<file path="config.mk">
export PLATFORM = sky130hd
export DESIGN_NAME = spur_search_ctrl
export DESIGN_NICKNAME = d
export VERILOG_FILES = /design/src/rtl/spur_pkg.sv /design/src/rtl/spur_settle_timer.sv /design/src/rtl/spur_result_bank.sv /design/src/rtl/spur_search_ctrl.sv
export SDC_FILE = /design/constraint.sdc
export NUM_CORES = 1
export LEC_CHECK = 0
export ABC_AREA = 1
export CORE_MARGIN = 10
export CORE_UTILIZATION = 58
export DETAILED_ROUTE_END_ITERATION = 10
export PLACE_DENSITY = 0.82
export SLEW_MARGIN = 20
export SYNTH_ARGS = -nofsm -noshare
export SYNTH_HDL_FRONTEND = slang
export SYNTH_HIERARCHICAL = 1
export SYNTH_SLANG_ARGS = --single-unit
</file>
<file path="constraint.sdc">
create_clock -name clk -period 4.6 [get_ports clk]
set_clock_uncertainty 0.05 [all_clocks]
set_input_delay 0.92 -clock clk [delete_from_list [all_inputs] [get_ports clk]]
set_output_delay 0.92 -clock clk [all_outputs]
set_load 0.005 [all_outputs]
</file>
<file path="src/rtl/spur_pkg.sv">
package spur_pkg;

    typedef enum logic [2:0] {
        ST_IDLE,
        ST_LOAD,
        ST_SAR,
        ST_SCAN,
        ST_NEXT
    } ctrl_st_e;

endpackage

</file>
<file path="src/rtl/spur_settle_timer.sv">
module spur_settle_timer #(
    parameter int SET_W = 16
) (
    input  logic             clk,
    input  logic             rst_n,
    input  logic             load,
    input  logic [SET_W-1:0] settle_cycles,
    output logic             expired
);

    logic [SET_W-1:0] cnt_d, cnt_q;

    always_comb begin
        cnt_d = cnt_q;
        if (load) begin
            cnt_d = settle_cycles;
        end else if (cnt_q != '0) begin
            cnt_d = cnt_q - 1'b1;
        end
    end

    always_ff @(posedge clk or negedge rst_n) begin
        if (!rst_n) cnt_q <= '0;
        else        cnt_q <= cnt_d;
    end

    assign expired = (cnt_q == '0);

endmodule

</file>
<file path="src/rtl/spur_result_bank.sv">
module spur_result_bank #(
    parameter int NUM_TGT = 4,
    parameter int AMP_W   = 9,
    parameter int PH_W    = 9,
    localparam int TGT_W  = (NUM_TGT > 1) ? $clog2(NUM_TGT) : 1
) (
    input  logic             clk,
    input  logic             rst_n,
    input  logic             clr,
    input  logic             wr_en,
    input  logic [TGT_W-1:0] wr_idx,
    input  logic             wr_valid,
    input  logic [AMP_W-1:0] wr_amp,
    input  logic [PH_W-1:0]  wr_phase,
    input  logic [TGT_W-1:0] rd_idx,
    output logic             rd_valid,
    output logic [AMP_W-1:0] rd_amp,
    output logic [PH_W-1:0]  rd_phase
);

    typedef struct packed {
        logic             valid;
        logic [AMP_W-1:0] amp;
        logic [PH_W-1:0]  ph;
    } slot_t;

    slot_t              slot_d [NUM_TGT];
    slot_t              slot_q [NUM_TGT];
    logic [NUM_TGT-1:0] valid_vec;

    for (genvar g = 0; g < NUM_TGT; g++) begin : g_slot
        always_comb begin
            slot_d[g] = slot_q[g];
            if (clr) begin
                slot_d[g] = '0;
            end else if (wr_en && (wr_idx == TGT_W'(g))) begin
                slot_d[g] = '{valid: wr_valid, amp: wr_amp, ph: wr_phase};
            end
        end

        always_ff @(posedge clk or negedge rst_n) begin
            if (!rst_n) slot_q[g] <= '0;
            else        slot_q[g] <= slot_d[g];
        end

        assign valid_vec[g] = slot_q[g].valid;
    end

    assign rd_valid = slot_q[rd_idx].valid;
    assign rd_amp   = slot_q[rd_idx].amp;
    assign rd_phase = slot_q[rd_idx].ph;

    // slots only change on a write or a start clear
    p_slot_hold_r9: assert property (@(posedge clk) disable iff (!rst_n)
        (!clr && !wr_en) |=> $stable(valid_vec));

endmodule

</file>
<file path="src/rtl/spur_search_ctrl.sv">
module spur_search_ctrl
    import spur_pkg::*;
#(
    parameter int NUM_TGT = 4,
    parameter int CUT_W   = 6,
    parameter int REF_W   = 12,
    parameter int AMP_W   = 9,
    parameter int PH_W    = 9,
    parameter int SET_W   = 16,
    localparam int TGT_W  = (NUM_TGT > 1) ? $clog2(NUM_TGT) : 1,
    localparam int IDX_W  = AMP_W + PH_W,
    localparam int BIT_W  = $clog2(REF_W)
) (
    input  logic                     clk,
    input  logic                     rst_n,
    input  logic                     start,
    input  logic [NUM_TGT*CUT_W-1:0] tgt_codes,
    input  logic [SET_W-1:0]         settle_cycles,
    input  logic [IDX_W-1:0]         scan_limit,
    input  logic [REF_W-1:0]         ref_drop,
    input  logic                     cmp_hi,
    output logic                     busy,
    output logic                     det_en,
    output logic [CUT_W-1:0]         lpf_cut,
    output logic [REF_W-1:0]         ref_code,
    output logic [AMP_W-1:0]         aux_amp,
    output logic [PH_W-1:0]          aux_phase,
    input  logic [TGT_W-1:0]         rd_idx,
    output logic                     rd_valid,
    output logic [AMP_W-1:0]         rd_amp,
    output logic [PH_W-1:0]          rd_phase
);

    typedef struct packed {
        ctrl_st_e         st;
        logic [TGT_W-1:0] tgt;
        logic [CUT_W-1:0] cut;
        logic [REF_W-1:0] ref_v;
        logic [BIT_W-1:0] bitpos;
        logic [IDX_W-1:0] idx;
        logic             found;
        logic [IDX_W-1:0] best;
    } ctrl_t;

    ctrl_t c_d, c_q;

    logic tmr_load, tmr_exp;
    logic res_clr, res_wr;

    function automatic logic [CUT_W-1:0] pick_cut(input logic [CUT_W-1:0] code);
        return (code == '0) ? CUT_W'(1) : code;
    endfunction

    spur_settle_timer #(.SET_W(SET_W)) u_timer (
        .clk           (clk),
        .rst_n         (rst_n),
        .load          (tmr_load),
        .settle_cycles (settle_cycles),
        .expired       (tmr_exp)
    );

    always_comb begin
        logic [REF_W-1:0] trial;
        logic [REF_W-1:0] dropped;
        logic [BIT_W-1:0] nb;
        logic [TGT_W-1:0] nt;
        logic [IDX_W-1:0] last_idx;

        c_d      = c_q;
        tmr_load = 1'b0;
        res_clr  = 1'b0;
        res_wr   = 1'b0;
        trial    = c_q.ref_v;
        dropped  = '0;
        nb       = '0;
        nt       = c_q.tgt + 1'b1;
        last_idx = scan_limit - IDX_W'(1);

        case (c_q.st)
            ST_IDLE: begin
                if (start) begin
                    res_clr = 1'b1;
                    c_d.tgt = '0;
                    c_d.cut = pick_cut(tgt_codes[0 +: CUT_W]);
                    c_d.st  = ST_LOAD;
                end
            end
            ST_LOAD: begin
                c_d.ref_v  = '0;
                c_d.ref_v[REF_W-1] = 1'b1;
                c_d.bitpos = BIT_W'(REF_W - 1);
                c_d.idx    = '0;
                c_d.found  = 1'b0;
                c_d.best   = '0;
                tmr_load   = 1'b1;
                c_d.st     = ST_SAR;
            end
            ST_SAR: begin
                if (tmr_exp) begin
                    if (!cmp_hi) trial[c_q.bitpos] = 1'b0;
                    if (c_q.bitpos == '0) begin
                        dropped   = (trial < ref_drop) ? '0 : trial - ref_drop;
                        c_d.ref_v = dropped;
                        c_d.idx   = '0;
                        if (dropped == '0) begin
                            c_d.st = ST_NEXT;
                        end else begin
                            tmr_load = 1'b1;
                            c_d.st   = ST_SCAN;
                        end
                    end else begin
                        nb         = c_q.bitpos - 1'b1;
                        trial[nb]  = 1'b1;
                        c_d.bitpos = nb;
                        c_d.ref_v  = trial;
                        tmr_load   = 1'b1;
                    end
                end
            end
            ST_SCAN: begin
                if (tmr_exp) begin
                    if (!cmp_hi) begin
                        c_d.found = 1'b1;
                        c_d.best  = c_q.idx;
                        c_d.idx   = '0;
                        c_d.ref_v = c_q.ref_v - 1'b1;
                        if (c_q.ref_v == REF_W'(1)) begin
                            c_d.st = ST_NEXT;
                        end else begin
                            tmr_load = 1'b1;
                        end
                    end else if ((c_q.idx == last_idx) || (c_q.idx == '1)) begin
                        c_d.st = ST_NEXT;
                    end else begin
                        c_d.idx  = c_q.idx + 1'b1;
                        tmr_load = 1'b1;
                    end
                end
            end
            ST_NEXT: begin
                res_wr = 1'b1;
                if (c_q.tgt == TGT_W'(NUM_TGT - 1)) begin
                    c_d.st = ST_IDLE;
                end else begin
                    c_d.tgt = nt;
                    c_d.cut = pick_cut(tgt_codes[int'(nt)*CUT_W +: CUT_W]);
                    c_d.st  = ST_LOAD;
                end
            end
            default: c_d.st = ST_IDLE;
        endcase
    end

    always_ff @(posedge clk or negedge rst_n) begin
        if (!rst_n) begin
            c_q    <= '0;
            c_q.st <= ST_IDLE;
        end else begin
            c_q <= c_d;
        end
    end

    spur_result_bank #(
        .NUM_TGT (NUM_TGT),
        .AMP_W   (AMP_W),
        .PH_W    (PH_W)
    ) u_bank (
        .clk      (clk),
        .rst_n    (rst_n),
        .clr      (res_clr),
        .wr_en    (res_wr),
        .wr_idx   (c_q.tgt),
        .wr_valid (c_q.found),
        .wr_amp   (c_q.best[IDX_W-1:PH_W]),
        .wr_phase (c_q.best[PH_W-1:0]),
        .rd_idx   (rd_idx),
        .rd_valid (rd_valid),
        .rd_amp   (rd_amp),
        .rd_phase (rd_phase)
    );

    assign busy      = (c_q.st != ST_IDLE);
    assign det_en    = busy;
    assign lpf_cut   = busy ? c_q.cut : '0;
    assign ref_code  = c_q.ref_v;
    assign aux_amp   = (c_q.st == ST_SCAN) ? c_q.idx[IDX_W-1:PH_W] : '0;
    assign aux_phase = (c_q.st == ST_SCAN) ? c_q.idx[PH_W-1:0]     : '0;

    // a busy controller never presents the unused cutoff code
    p_cut_nonzero_r3: assert property (@(posedge clk) disable iff (!rst_n)
        busy |-> (lpf_cut != '0));

    // within a scan the reference only moves downward
    p_ref_falls_r6: assert property (@(posedge clk) disable iff (!rst_n)
        ((c_q.st == ST_SCAN) && ($past(c_q.st) == ST_SCAN)) |-> (ref_code <= $past(ref_code)));

    // outputs held while the settle window runs
    p_settle_hold_r7: assert property (@(posedge clk) disable iff (!rst_n)
        (((c_q.st == ST_SCAN) || (c_q.st == ST_SAR)) && !tmr_exp)
            |=> ($stable(ref_code) && $stable(aux_amp) && $stable(aux_phase)));

    // a start pulse during a run leaves the target counter alone
    p_start_ignored_r2: assert property (@(posedge clk) disable iff (!rst_n)
        (busy && (c_q.st != ST_NEXT)) |=> $stable(c_q.tgt));

    // idle outputs are quiet
    p_idle_quiet_r10: assert property (@(posedge clk) disable iff (!rst_n)
        !busy |-> (!det_en && (aux_amp == '0) && (aux_phase == '0) && (lpf_cut == '0)));

endmodule

</file>
-- Word level (Yosys, flattened, before mapping)
Cells that the tools add are included.
- register bits: 156
- bits in latches: 0
- RAM bits: 0
- ROM bits: 0
- output and inout bits: 57
- memories: 0
- $add $sub $neg: 7
- $mul: 1
- div/mod/pow operators: 0
- $lt $le $gt $ge: 6
- equality and inequality tests: 20
- shifts and indexed selects: 1
- multiplexer cells: 63
- bitwise logic cells: 4
- reduce and logical (&&, ||, !) cells: 31
- operators by type and width (operator ; count):
    $mux W19 ; 11
    $mux W12 ; 7
    $mux W18 ; 3
    $pmux W18 S3 ; 1
    $bmux W19 S2 ; 1
    $pmux W19 S2 ; 1
    $mux W37 ; 1
    $pmux W12 S3 ; 1
    $mux W34 ; 1
    $mux W16 ; 2
    $shiftx A24 B6 Y6 ; 1
    $mux W3 ; 7
    $add A18 B1 Y18 const B ; 1
    $eq A18 B18 Y1 ; 1
    $eq A18 B18 Y1 const B ; 1
    $mux W6 ; 3
    $mux W9 ; 2
    $sub A18 B1 Y18 const B ; 1
    $logic_not A16 Y1 ; 1
    $pmux W8 S2 ; 1
    $reduce_bool A16 Y1 ; 1
    $reduce_bool A2 Y1 ; 8
    $sub A16 B1 Y16 const B ; 1
    $pmux W3 S5 ; 1
    40 further kinds ; 74

-- Logic depth before layout (Yosys ltp)
- depth in word-level cells: 17
- mapped depth: 29
- depth with buffers taken out: 28

-- By module
The synthesis kept the hierarchy.
- by module, submodules not included (module ; times used ; cells each ; area an instance (µm²)):
    spur_search_ctrl ; 1 ; 1026 ; 6314.8
    spur_result_bank ; 1 ; 581 ; 4108.9
    spur_settle_timer ; 1 ; 168 ; 1133.6

-- Worst setup path after synthesis
Ideal clock, no wire load.
- kind: input-to-reg
- start point: input port cmp_hi
- end point: register u_timer.cnt_q[4]
- setup time: 114 ps
- arrival: 3633 ps
- data required time: 4436 ps
- setup slack: 804 ps
- stages on the path: 24
- cells stage by stage: clkbuf_1 > o21ai_0 > ha_1 > inv_1 > fa_1 > a21oi_1 > nor2_1 > inv_1 > nand3_1 > buf_4 > o21ai_0 > nand2_1 > nor2_1 > nand3_1 > nand2_1 > nand3_1 > nand2_1 > nand2_1 > buf_2 > buf_4 > nand2_1 > nand2_1 > nand2_1 > inv_1
- word-level cells in the longest chain between the ends: 11
- elaborated cells between the ends (all ways): 15
- RTL lines (item ; line ; RTL):
    start, declared ; spur_search_ctrl.sv:21 ; input logic cmp_hi,
    $mux W12 ; spur_search_ctrl.sv:100 ; if (!cmp_hi) trial[c_q.bitpos] = 1'b0;
    $mux W12 ; spur_search_ctrl.sv:99 ; if (tmr_exp) begin
    $mux W12 ; spur_search_ctrl.sv:79 ; case (c_q.st)
    $sub A12 B12 Y12 or $lt A12 B12 Y1 (tied branches) ; spur_search_ctrl.sv:102 ; dropped = (trial < ref_drop) ? '0 : trial - ref_drop;
    $mux W12 ; spur_search_ctrl.sv:102 ;
    $logic_not A12 Y1 ; spur_search_ctrl.sv:105 ; if (dropped == '0) begin
    $mux W1 ; spur_search_ctrl.sv:105 ;
    $mux W1 ; spur_search_ctrl.sv:101 ; if (c_q.bitpos == '0) begin
    $mux W1 ; spur_search_ctrl.sv:99 ;
    $pmux W1 S3 (*) ; spur_search_ctrl.sv:79 ;
    named net tmr_load ; spur_search_ctrl.sv:47 ; logic tmr_load, tmr_exp;
    $mux W16 or $reduce_bool A2 Y1 (tied branches) ; -- ;
    end signal, assigned ; spur_settle_timer.sv:24 ; else cnt_q <= cnt_d;
    end, declared ; spur_settle_timer.sv:11 ; logic [SET_W-1:0] cnt_d, cnt_q;
Mark *: on every way through the listed nets, which the timed path passes. The rest lies on a longest branch. The select of a mux whose other input is x is not followed.
A chain may end at the register's enable or synchronous reset.

-- Worst setup path after layout
- start point: input port cmp_hi
- end point: register u_timer.cnt_q[6]
The elaborated chain is that of the path after synthesis.

==> impl_metrics.json <==
{
  "run_status": "completed",
  "async_flop_share_pct": 100,
  "fin_cells": 2139,
  "critPathLaunch": "cmp_hi",
  "cp.arrival_ps": 4410,
  "dieArea_mm2": 0.0260,
  "io_buffers": 132,
  "routed_wl_mm": 33.3,
  "cts_max_path_buffers": 2,
  "synthAdderAreaFrac_pct": 2.55,
  "synthXorXnorAreaFrac_pct": 3.18,
  "ir_drop_uv": 332,
  "synth_cells": 1775,
  "clk_latency_ps": 430,
  "power.leakage_nw": 6.83,
  "yosys.area_share.simple_pct": 41.4,
  "synth_area_mm2": 0.0116,
  "grt_pass1_wl_mm": 54.3,
  "rsz0062_at_grt": "no",
  "pwr-share-comb_pct": 49.5,
  "synth_ff_type": "dfrtp_1",
  "clk_pin_slew_ps": 70,
  "seqPwrFrac_pct": 27.9,
  "synth_top_area_cell": "dfrtp_1",
  "clkPwrFrac_pct": 22.6,
  "p_sw_mw": 2.90,
  "post_dp_cell_area_mm2": 0.0128,
  "dp.cells": 2107,
  "critPathKind": "input port to register",
  "wl_per_cell_um": 15.6,
  "min_period_ps": 4140,
  "finalWorstSetupSlack_ps": 459,
  "worst_pin_slew_ps": 869,
  "yosysWarnings": 6,
  "maxCapViolCount": 0,
  "critPathCaptureType": "register",
  "worstReg2RegStart": "c_q[37]",
  "dr_total_vias": 11700,
  "cts_hold_buf": 0,
  "cts_tree": "yes",
  "diodes": 0,
  "clkSinkCount": 156,
  "maxSlewViolCount": 0,
  "mostFrequentLayoutCells": "nand2_1, nand3_1, inv_1",
  "synth_top_family_by_area": "simple AND/OR/NAND/NOR gates",
  "row_count": 51,
  "drt_iter0_markers": 1062,
  "holdCritPathClass": "register to register",
  "overflow": 0,
  "start_kind": "input port",
  "syn_avg_cell_area_um2": 6.51,
  "die_w_um": 161,
  "cellPowerDensity_mw_per_mm2": 468,
  "final_hold_viol_count": 0,
  "finalWeightedCongestion": 1.03,
  "fin_tns_setup_ps": 0,
  "postRouteAntennaNets": 0,
  "grt.total_usage_pct": 25.0,
  "htreeDepth": 4,
  "syn-num-nets": 1874,
  "ctsResizeCount": 0,
  "layout-drive-gt1-share_pct": 7.90,
  "syn_to_final_growth_pct": 16.2,
  "antenna_found_initial": 0,
  "cts_buffers": 17,
  "intPower_mw": 3.39,
  "finalCritPeriodShare_pct": 90.0,
  "ys_types": 47,
  "dpl.hpwl_mm": 24.5,
  "design_area_mm2": 0.0134,
  "relSlewSlack_pct": 41.3,
  "synth-compound-area-share_pct": 6.30,
  "pre_cts_slack_ps": 96.9,
  "cp_max_fo": 9,
  "cts_setup_buffers": 0,
  "firstDrtPassIters": 5,
  "min-delay-start": "c_q[16]",
  "fp.coreArea_mm2": 0.0195,
  "final_nets": 1960,
  "grt_pass1_vias": 11000,
  "root_buffer": "clkbuf_16",
  "switching_share_pct": 46.1,
  "pin_count": 133,
  "synth_area_leaders": "dfrtp_1, nand2_1, nand3_1",
  "via_per_inst": 5.45,
  "mostFrequentLayoutCell": "nand2_1",
  "start_util_pct": 59.2,
  "synth_edf_count": 0,
  "synthMuxAreaShare_pct": 0,
  "die_y_um": 161,
  "fill_cells": 1765,
  "fmax_mhz": 242,
  "setup_viol": 0,
  "synth_seq_cells": 156,
  "synth.top_cell.area_share_pct": 33.8,
  "yosysSeqAreaShare_pct": 33.8,
  "grt_max_degree": 79,
  "drc_errors": 0,
  "crit_required_ps": 4870
}
metal layers:
layer | up-vias | routed length [µm] | track usage (%)
met2 | 453 | 16000 | 41.7
met1 | 5417 | 14200 | 32.4
met4 | 0 | 820 | 7.65
li1 | 5744 | - | -
met5 | - | 0 | 0
met3 | 54 | 2330 | 4.22
registers in the layout, indices dropped and copies added (netlist names):
name,count
c_q,52
u_bank/slot_q,76
u_timer/cnt_q,16
ref_code,12
worst max-delay path, stage by stage:
cell             delay, ps
clkdlybuf4s50_1        430
buf_4                  170
nor2_1                 150
inv_1                   80
nor3_1                 170
nor2_1                  90
ha_1                   350
nand2_1                 80
nand2_1                 70
nand2_1                 70
nand2_1                 60
nand2_1                 70
nand3_1                280
nand3_1                230
nand2_1                 80
nor2_1                 150
nand3_1                100
nand2_1                 70
nand3_1                 80
nand2_1                 90
nand2_1                 60
inv_1                  180
nand3_2                180
inv_1                  130
a21oi_1                 60
kinds of logic (layout without fill, tap and decap cells):
kind of cell / count (synthesis) / count (layout)
xor+xnor: 42 / 42
fa+ha+maj: 23 / 23
simple gates: 1093 / 1093
buf+inv: 334 / 433
flops: 156 / 156
compound gates: 127 / 127
final cells by class:
type | instances | area, µm² | area share, %
clock inverter | 15 | 165 | 1.23
tap | 265 | 332 | 2.47
sequential | 156 | 3900 | 29.1
multi-input combinational | 1285 | 6180 | 46.0
timing repair buffer | 160 | 1530 | 11.4
inverter | 241 | 905 | 6.73
clock buffer | 17 | 425 | 3.17
path summary, 6_finish.rpt:
| check | end | slack [ps] | cells past startpoint |
|---|---|---|---|
| worst max-delay path | u_timer/cnt_q[6] | 460 | 25 |
| worst min-delay path | c_q[16] | 430 | 2 |
| worst max register to register | u_timer/cnt_q[6] | 500 | 24 |
| worst min register to register | c_q[16] | 430 | 2 |
| max in group asynchronous | c_q[54] | 2990 | 2 |
| min in group asynchronous | u_bank/slot_q[21] | 470 | 1 |
cells in the mapped netlist (3+ instances only):
cell type	number
a32oi_1	3
o21ai_1	14
nor2_2	18
nor2_1	209
nand2_2	9
nor3_1	22
nand2_1	531
clkinv_1	3
o22a_1	3
clkbuf_2	3
a22oi_1	3
buf_2	24
clkbuf_1	14
xnor2_1	13
inv_1	223
ha_1	22
nand3_2	7
nand3b_1	9
o22ai_1	3
buf_4	40
buf_1	7
nand3_1	225
nand4_1	20
o21bai_1	4
o211ai_1	13
nor2_4	5
o21ai_0	49
nor4_1	8
dfrtp_1	156
xor2_1	29
buf_6	4
or2_2	22
inv_2	15
a21oi_1	30
power groups by stage:
| stage | logic [mW] | clock network (mW) | registers [mW] |
|---|---|---|---|
| 2_1_floorplan | 2.19 | 0 | 1.72 |
| 3_3_place_gp | 3.03 | 0 | 1.77 |
| 3_5_place_dp | 3.06 | 0 | 1.77 |
| 4_1_cts | 3.08 | 1.43 | 1.75 |
| 5_1_grt | 3.46 | 1.49 | 1.77 |
| 6_report | 3.11 | 1.42 | 1.75 |
metrics by stage:
stage / utilization, % / hold WS (ps) / total power [mW]
floorplan: - / 399 / 3.91
global placement: 65.8 / 413 / 4.79
detailed placement: 65.8 / 419 / 4.83
CTS: 68.8 / 436 / 6.26
global route: 68.8 / 465 / 6.72
finish: 68.8 / 433 / 6.28
(Power assumes the default switching activity.)
